## src/rtl/fsp_pkg.sv

```systemverilog
package fsp_pkg;
  typedef enum logic [2:0] {
    OP_WEN    = 3'd0,
    OP_WDIS   = 3'd1,
    OP_PROG   = 3'd2,
    OP_SERASE = 3'd3,
    OP_BERASE = 3'd4,
    OP_WSTAT  = 3'd5
  } fsp_op_e;

  localparam int BP_W      = 3;
  localparam int BP_LO_BIT = 2;
  localparam int LOCK_BIT  = 7;
endpackage

```

## src/rtl/fsp_region_map.sv

```systemverilog
module fsp_region_map #(
  parameter int ADDR_W       = 20,
  parameter int SECT_BYTES_W = 16,
  parameter int BP_W         = 3
) (
  input  logic [BP_W-1:0]   bp,
  input  logic [ADDR_W-1:0] addr,
  output logic              hit,
  output logic              any_prot
);
  localparam int IDX_W   = ADDR_W - SECT_BYTES_W;
  localparam int SECTORS = 1 << IDX_W;

  logic [IDX_W:0]     prot_cnt;
  logic [SECTORS-1:0] sect_prot;

  always_comb begin
    if (bp == '0)
      prot_cnt = '0;
    else if ((int'(bp) - 1) >= IDX_W)
      prot_cnt = (IDX_W+1)'(SECTORS);
    else
      prot_cnt = (IDX_W+1)'(1) << (bp - BP_W'(1));
  end

  for (genvar s = 0; s < SECTORS; s++) begin : g_sect
    assign sect_prot[s] = (int'(prot_cnt) + s) >= SECTORS;
  end

  assign hit      = sect_prot[addr[ADDR_W-1:SECT_BYTES_W]];
  assign any_prot = |sect_prot;
endmodule

```

## src/rtl/fsp_gate.sv

```systemverilog
module fsp_gate
  import fsp_pkg::*;
(
  input  logic    valid,
  input  fsp_op_e op,
  input  logic    wip,
  input  logic    wel,
  input  logic    lock,
  input  logic    wp_n,
  input  logic    hit,
  input  logic    any_prot,
  output logic    accept
);
  logic allowed;

  always_comb begin
    unique case (op)
      OP_WEN, OP_WDIS:     allowed = 1'b1;
      OP_PROG, OP_SERASE:  allowed = wel && !hit;
      OP_BERASE:           allowed = wel && !any_prot;
      OP_WSTAT:            allowed = wel && !(lock && !wp_n);
      default:             allowed = 1'b0;
    endcase
  end

  assign accept = valid && !wip && allowed;
endmodule

```

## src/rtl/fsp_status_reg.sv

```systemverilog
module fsp_status_reg
  import fsp_pkg::*;
(
  input  logic            clk,
  input  logic            rst_n,
  input  logic            valid,
  input  logic            accept,
  input  fsp_op_e         op,
  input  logic [7:0]      wdata,
  input  logic            cycle_done,
  output logic            wip,
  output logic            wel,
  output logic [BP_W-1:0] bp,
  output logic            lock,
  output logic            grant,
  output logic            reject
);
  always_ff @(posedge clk) begin
    if (!rst_n) begin
      wip    <= 1'b0;
      wel    <= 1'b0;
      bp     <= '0;
      lock   <= 1'b0;
      grant  <= 1'b0;
      reject <= 1'b0;
    end else begin
      grant  <= valid && accept;
      reject <= valid && !accept;
      if (wip && cycle_done) begin
        wip <= 1'b0;
        wel <= 1'b0;
      end
      if (accept) begin
        unique case (op)
          OP_WEN:  wel <= 1'b1;
          OP_WDIS: wel <= 1'b0;
          OP_PROG, OP_SERASE, OP_BERASE: wip <= 1'b1;
          OP_WSTAT: begin
            wip  <= 1'b1;
            bp   <= wdata[BP_LO_BIT +: BP_W];
            lock <= wdata[LOCK_BIT];
          end
          default: ;
        endcase
      end
    end
  end

  AST_WIP_NEEDS_WEL: assert property (@(posedge clk) disable iff (!rst_n)
    $rose(wip) |-> $past(wel));
  AST_DONE_CLEARS: assert property (@(posedge clk) disable iff (!rst_n)
    $past(wip && cycle_done) |-> (!wip && !wel));
  AST_ONE_VERDICT: assert property (@(posedge clk) disable iff (!rst_n)
    !(grant && reject));
  AST_BUSY_REFUSES: assert property (@(posedge clk) disable iff (!rst_n)
    $past(wip && valid) |-> reject);
endmodule

```

## src/rtl/flash_sp_unit.sv

```systemverilog
module flash_sp_unit
  import fsp_pkg::*;
#(
  parameter int ADDR_W       = 20,
  parameter int SECT_BYTES_W = 16
) (
  input  logic              clk,
  input  logic              rst_n,
  input  logic              req_valid,
  input  logic [2:0]        req_op,
  input  logic [ADDR_W-1:0] req_addr,
  input  logic [7:0]        req_data,
  input  logic              wp_n,
  input  logic              cycle_done,
  output logic [7:0]        status,
  output logic              grant,
  output logic              reject,
  output logic              busy
);
  fsp_op_e         op;
  logic            wip, wel, lock, hit, any_prot, accept;
  logic [BP_W-1:0] bp;

  assign op = fsp_op_e'(req_op);

  fsp_region_map #(
    .ADDR_W(ADDR_W), .SECT_BYTES_W(SECT_BYTES_W), .BP_W(BP_W)
  ) u_map (
    .bp(bp), .addr(req_addr), .hit(hit), .any_prot(any_prot)
  );

  fsp_gate u_gate (
    .valid(req_valid), .op(op), .wip(wip), .wel(wel), .lock(lock),
    .wp_n(wp_n), .hit(hit), .any_prot(any_prot), .accept(accept)
  );

  fsp_status_reg u_reg (
    .clk(clk), .rst_n(rst_n), .valid(req_valid), .accept(accept), .op(op),
    .wdata(req_data), .cycle_done(cycle_done), .wip(wip), .wel(wel),
    .bp(bp), .lock(lock), .grant(grant), .reject(reject)
  );

  assign status = {lock, 2'b00, bp, wel, wip};
  assign busy   = wip;

  AST_LOCK_HOLDS: assert property (@(posedge clk) disable iff (!rst_n)
    $past(lock && !wp_n) |-> $stable({lock, bp}));
  AST_PROT_NO_START: assert property (@(posedge clk) disable iff (!rst_n)
    $past(req_valid && (op == OP_PROG || op == OP_SERASE) && hit) |-> reject);
  AST_BULK_BLOCKED: assert property (@(posedge clk) disable iff (!rst_n)
    $past(req_valid && op == OP_BERASE && bp != '0) |-> reject);
endmodule

```

## config.mk

```make
export PLATFORM = sky130hd
export DESIGN_NAME = flash_sp_unit
export DESIGN_NICKNAME = d
export VERILOG_FILES = /design/src/rtl/fsp_pkg.sv /design/src/rtl/fsp_region_map.sv /design/src/rtl/fsp_gate.sv /design/src/rtl/fsp_status_reg.sv /design/src/rtl/flash_sp_unit.sv
export SDC_FILE = /design/constraint.sdc
export NUM_CORES = 1
export LEC_CHECK = 0
export ABC_AREA = 0
export BUFFER_PORTS_ARGS = -buffer_cell sky130_fd_sc_hd__buf_2
export CAP_MARGIN = 20
export CORE_ASPECT_RATIO = 0.75
export CORE_MARGIN = 1.5
export CORE_UTILIZATION = 40
export CTS_CLUSTER_SIZE = 28
export DETAILED_ROUTE_END_ITERATION = 8
export PLACE_DENSITY = 0.75
export SLEW_MARGIN = 20
export SYNTH_ARGS = -nofsm -noshare
export SYNTH_HDL_FRONTEND = slang
export SYNTH_SLANG_ARGS = --single-unit
```

## constraint.sdc

```tcl
create_clock -name clk -period 3.6 [get_ports clk]
set_clock_uncertainty 0.05 [all_clocks]
set_input_delay 0.9 -clock clk [delete_from_list [all_inputs] [get_ports clk]]
set_output_delay 0.9 -clock clk [all_outputs]
set_load 0.05 [all_outputs]
```

# Word-level counts from Yosys, hierarchy flattened
# Index checks and enable logic that the tools add are counted.
# word_totals
wordCells	80
latchBits	0
memories	0
ramBits	0
register_bits	8
romBits	0
# classes
bitwise_logic	0
n_mux	11
n_mul	0
n_reduce_logical	22
addsub	17
eq_ne	5
magnitude_cmp	18
div	0
shift	1
# ops
operator	count
32-bit by 6-bit greater-or-equal comparator with 1-bit output, second input constant	15
5-bit by 4-bit adder with 6-bit output, second input constant	8
32-bit by 4-bit greater-or-equal comparator with 1-bit output, second input constant	1
5-bit by 3-bit adder with 6-bit output, second input constant	4
16-bit OR reduction	1
5-bit by 2-bit adder with 6-bit output, second input constant	2
5-bit two-way mux	2
1-bit logical AND	9
5-bit by 1-bit adder with 6-bit output, second input constant	1
3-bit by 2-bit equality test with 1-bit output, second input constant	2
3-bit equality test, second input constant	2
1-bit zero test	6
3-bit zero test	2
1-bit two-way mux	6
5-bit greater-or-equal comparator, second input constant	1
4-bit by 5-bit less-than comparator with 1-bit output, second input constant	1
1-bit by 3-bit left shift with 5-bit output, first input constant	1
1-bit binary-select mux with 4-bit select	1
1-bit case mux with 4 select lines	1
2-bit OR reduction	2
4-bit OR reduction	1
3-bit by 1-bit subtractor with 4-bit output, second input constant	1
3-bit by 1-bit equality test with 1-bit output, second input constant	1
3-bit by 1-bit subtractor with 3-bit output, second input constant	1
2 further kinds	2

# Logic depth before layout (Yosys ltp)
# logic_depth
ltp_word	14
mapped_depth	14

# By module
# A second synthesis with hierarchy kept.
# hier_totals
hier_cells	70
hier_area_um2	579.3
# by_module_without_submodules
module	n_inst	cells_each	area_per_inst_um2
fsp_status_reg	1	37	352.8
fsp_region_map	1	19	137.6
fsp_gate	1	8	47.5
flash_sp_unit	1	6	41.3

# Least setup slack after synthesis
# OpenSTA, ideal clock, no wires.
# synth_timing
path_kind	register to register
startpoint	reg u_reg.bp[1]
endpoint	reg u_reg.reject
setup_ps	115
synth_period_minus_slack_ps	3892
n_path_buf	2
arrival_ps	3726
setup_slack_ps	-292
stages_incl_launch_ff	14
cell_sequence	dfxtp_1 > clkbuf_1 > nor2_1 > ha_1 > clkbuf_1 > nor2b_1 > and3_1 > ha_1 > nor4b_2 > nand4_1 > or4_1 > o31a_1 > or3_1 > and3_1
# synth_via
elab_chain_len	14
word_cells_on_any_way	49
cone_classes	add/sub: 17; order compare: 17; shift: 1; mux: 5; reduce/logical: 9
# synth_lines
element	line_no	rtl
start, declared	fsp_status_reg.sv:13	output logic [BP_W-1:0] bp,
start signal, assigned	fsp_status_reg.sv:40	bp <= wdata[BP_LO_BIT +: BP_W];
3-bit by 1-bit subtractor with 4-bit output or 3-bit by 1-bit subtractor with 3-bit output (tied branches)	fsp_region_map.sv:20, fsp_region_map.sv:23	
32-bit by 4-bit greater-or-equal comparator with 1-bit output or 1-bit by 3-bit left shift with 5-bit output (tied branches)	fsp_region_map.sv:20, fsp_region_map.sv:23	
5-bit two-way mux	fsp_region_map.sv:20	else if ((int'(bp) - 1) >= IDX_W)
5-bit two-way mux (*)	fsp_region_map.sv:18	if (bp == '0)
5-bit by 1-bit adder with 6-bit output (tied with other cells)	fsp_region_map.sv:27	assign sect_prot[s] = (int'(prot_cnt) + s) >= SECTORS;
32-bit by 6-bit greater-or-equal comparator with 1-bit output	fsp_region_map.sv:27	
1-bit binary-select mux with 4-bit select	fsp_region_map.sv:30	assign hit = sect_prot[addr[ADDR_W-1:SECT_BYTES_W]];
1-bit two-way mux (not written as such)	fsp_region_map.sv:30	
1-bit zero test	fsp_gate.sv:19	OP_PROG, OP_SERASE: allowed = wel && !hit;
1-bit logical AND	fsp_gate.sv:19	
1-bit case mux with 4 select lines (*)	fsp_gate.sv:17	unique case (op)
1-bit logical AND (*)	fsp_gate.sv:26	assign accept = valid && !wip && allowed;
1-bit zero test (*)	fsp_status_reg.sv:28	reject <= valid && !accept;
1-bit logical AND (*)	fsp_status_reg.sv:28	
end signal, assigned	fsp_status_reg.sv:28	
end, declared	fsp_status_reg.sv:16	output logic reject
# Every way passes the cells marked *; elsewhere a longest branch is shown, timed or not. The select of a mux whose other input is x is not followed.
# A chain may end at the register's enable or synchronous reset.

# Worst setup path after layout
# layout_timing
startpoint	reg u_reg.bp[1]
endpoint	reg u_reg.bp[0]
# layout_via
elab_chain_len	13
word_cells_on_any_way	48
cone_classes	add/sub: 17; order compare: 17; shift: 1; mux: 5; reduce/logical: 8
# layout_lines
element	line_no
3-bit by 1-bit subtractor with 4-bit output or 3-bit by 1-bit subtractor with 3-bit output (tied branches)	fsp_region_map.sv:20, fsp_region_map.sv:23
32-bit by 4-bit greater-or-equal comparator with 1-bit output or 1-bit by 3-bit left shift with 5-bit output (tied branches)	fsp_region_map.sv:20, fsp_region_map.sv:23
5-bit two-way mux	fsp_region_map.sv:20
5-bit two-way mux (*)	fsp_region_map.sv:18
5-bit by 1-bit adder with 6-bit output (tied with other cells)	fsp_region_map.sv:27
32-bit by 6-bit greater-or-equal comparator with 1-bit output	fsp_region_map.sv:27
1-bit binary-select mux with 4-bit select	fsp_region_map.sv:30
1-bit two-way mux (not written as such)	fsp_region_map.sv:30
1-bit zero test	fsp_gate.sv:19
1-bit logical AND	fsp_gate.sv:19
1-bit case mux with 4 select lines (*)	fsp_gate.sv:17
1-bit logical AND (*)	fsp_gate.sv:26
2-bit AND reduction (no line) (*)	-
# Marked as above.

==> impl_metrics.csv <==
group,metric,value,unit
global_routing,antenna_found_initial,0,
status,status,"completed",
timing,rsz0062_at_grt,"false",
die,io_pins,47,
timing,fmax,0.300,GHz
routing,viasPerCell,5.45,
timing,drv_slew,0,
synthesis,ys.flop_type,"dfxtp_1",
cts,cts_setup_buffers,0,
routing,routed_wl,2020,um
worst_setup_path,worst_ep_arrival_time,3.47,ns
run,drv_cap,0,
power,leakage,0.448,nW
die,die_w,58.0,um
global_routing,grt_pass1_wl,3480,um
cts,cts.path.max_buffers,2,
worst_setup_path,critPathKind,"reg -> reg",
synthesis,syn_inst,117,
synthesis,avgSynthCellArea,7.76,sq um
final_layout,area_delta_synth_final,17.6,%
routing,ant_nets,0,
cts,hold_buffers,0,
die,start_util,0.439,
synthesis,synth_warnings,0,
synthesis,ys_async_sr_fraction,0,
cts,clkTransAtPathRegs,0.06,ns
synthesis,ys_seq_area_frac,0.176,
placement,dp_hpwl,1640,um
die,dieArea,0.00257,sq mm
global_routing,grt_max_degree,15,
worst_setup_path,critPathMaxFanout,5,
routing,wl_per_cell,12.2,um
timing,fin_setup_tns,0,ns
power,ir_drop,154,uV
global_routing,grt_usage,0.179,
final_layout,n_antenna_cell,0,
routing,drc,0,
timing,fin_crit,3.33,ns
min_path,hold_class,"reg -> reg",
cts,cts_buffers,3,
cts,post_cts_resized,0,
power,p_per_area,200,mW/mm^2
placement,place.gp.congestion,0.839,
worst_setup_path,required,3.73,ns
routing,vias,899,
placement,pre_cts_slack,0.258,ns
timing,min_period_over_period,0.925,
final_layout,nets,187,
worst_setup_path,critPathLaunchType,"register",
timing,setup_violations,0,
final_layout,fillers,202,
timing,worst_slack,0.269,ns
routing,drtIter0Drc,42,
placement,io_buffer_count,24,
global_routing,grt_pass1_vias,817,
synthesis,ys_top_cells_by_area,"dfxtp_1, ha_1, nand2_1",
synthesis,synth_top_cell_area_share,0.176,
cts,cts_tree,"built",
synthesis,synth.distinct_cells,42,
die,core,0.00207,sq mm
synthesis,syn_area,908,sq um
synthesis,synth_edf_count,0,
cts,cts_root_buffer,"clkbuf_4",
final_layout,final_cell_mix,"buf_2, nand2_1, inv_1",
die,row_count,14,
final_layout,drive_gt1_frac,0.284,
cts,htree_levels,1,
routing,first_pass_iters,6,
cts,worst_skew_pair.late_latency,0.26,ns
worst_setup_path,endpoint_kind,"register",
synthesis,ys_ff_latch,8,
timing,final_hold_viol_count,0,
global_routing,grt_overflow,0,
synthesis,synth_area_leader_cell,"dfxtp_1",
timing,slew_headroom,0.590,
final_layout,layout_commonest_cell,"buf_2",
timing,worst_slew_pin_slew,0.606,ns
die,dieHeight,44.3,um
cts,clock-sinks,8,
==> through the flow <==
stage / util / hold slack (ns) / cell area, sq um / total power, mW / instances
after CTS: 0.517 / 0.431 / 1070 / 0.217 / 165
after global placement: 0.504 / 0.404 / 1040 / 0.141 / 161
after detailed placement: 0.504 / 0.423 / 1040 / 0.142 / 161
final: 0.517 / 0.431 / 1070 / 0.213 / 165
after global routing: 0.517 / 0.488 / 1070 / 0.231 / 165
after floorplan: - / 0.394 / 920 / 0.126 / 118
==> cell type report <==
class / count / area [sq um] / share of cell area
multi-input combinational: 90 / 654 / 0.612
tap: 24 / 30.0 / 0.0281
timing repair buffer: 28 / 150 / 0.141
clock buffer: 4 / 26.3 / 0.0246
inverter: 11 / 41.3 / 0.0386
sequential: 8 / 166 / 0.156
==> worst paths after layout <==
check	startpoint	end	depth (start not counted)	slack, ns
setup / recovery	u_reg.bp[1]	u_reg.bp[0]	12	0.27
hold / removal	u_reg.lock	u_reg.lock	2	0.43
hold reg to reg	u_reg.lock	u_reg.lock	2	0.43
setup reg to reg	u_reg.bp[1]	u_reg.bp[0]	12	0.27
==> per-layer routing <==
metal	share of wire	GRT usage	wire length (um)	vias up
li1	-	-	-	452
met1	0.48	0.218	973	412
met2	0.44	0.300	891	31
met3	0.064	0.0643	129	4
met4	0.0099	0.0512	20	0
met5	0	0	0	-
==> cell families (layout without fill, tap and decap cells) <==
logic type / after synthesis / in the layout / synth area share
AND/OR/NAND/NOR: 52 / 52 / 0.368
multiplexers: 4 / 4 / 0.0441
buffers and inverters: 20 / 43 / 0.107
adder cells (fa/ha/maj): 11 / 11 / 0.146
AO/OA/AOI/OAI: 21 / 21 / 0.154
flip-flops: 8 / 8 / 0.176
other: 1 / 2 / 0.00413
==> state kept, by name (all words and copies together) (netlist names) <==
name and count:
u_reg.bp 3, u_reg.grant 1, u_reg.lock 1, u_reg.reject 1, u_reg.wel 1, u_reg.wip 1
==> Yosys cell counts (2+ instances only) <==
master and count:
inv_1 11, nand2b_1 4, nor3_1 2, o211ai_1 2
a21boi_0 2, dfxtp_1 8, maj3_1 2, and3_1 2
a21oi_1 7, ha_1 9, nand2_1 15, nor2b_1 2
nor4b_2 2, nor2_1 7, buf_4 6, nand3b_1 4
or4_1 2, clkbuf_1 3, mux2i_1 4
==> critical path, cell delays in order, from the launching register on <==
cell and delay, ns:
dfxtp_4 0.34, nor2_1 0.18, ha_1 0.30, buf_4 0.16, nand2b_1 0.10, nor3_1 0.09
ha_1 0.25, nor4b_2 0.26, nand4_1 0.12, or4_1 0.47, o31a_1 0.29, nor4b_4 0.41
mux2i_1 0.23
==> power by group <==
group          switching [mW]  internal (mW)
combinational          0.0320         0.0181
sequential           0.000925         0.0895
clock                  0.0304         0.0424
Power figures use the tool's default switching activity.
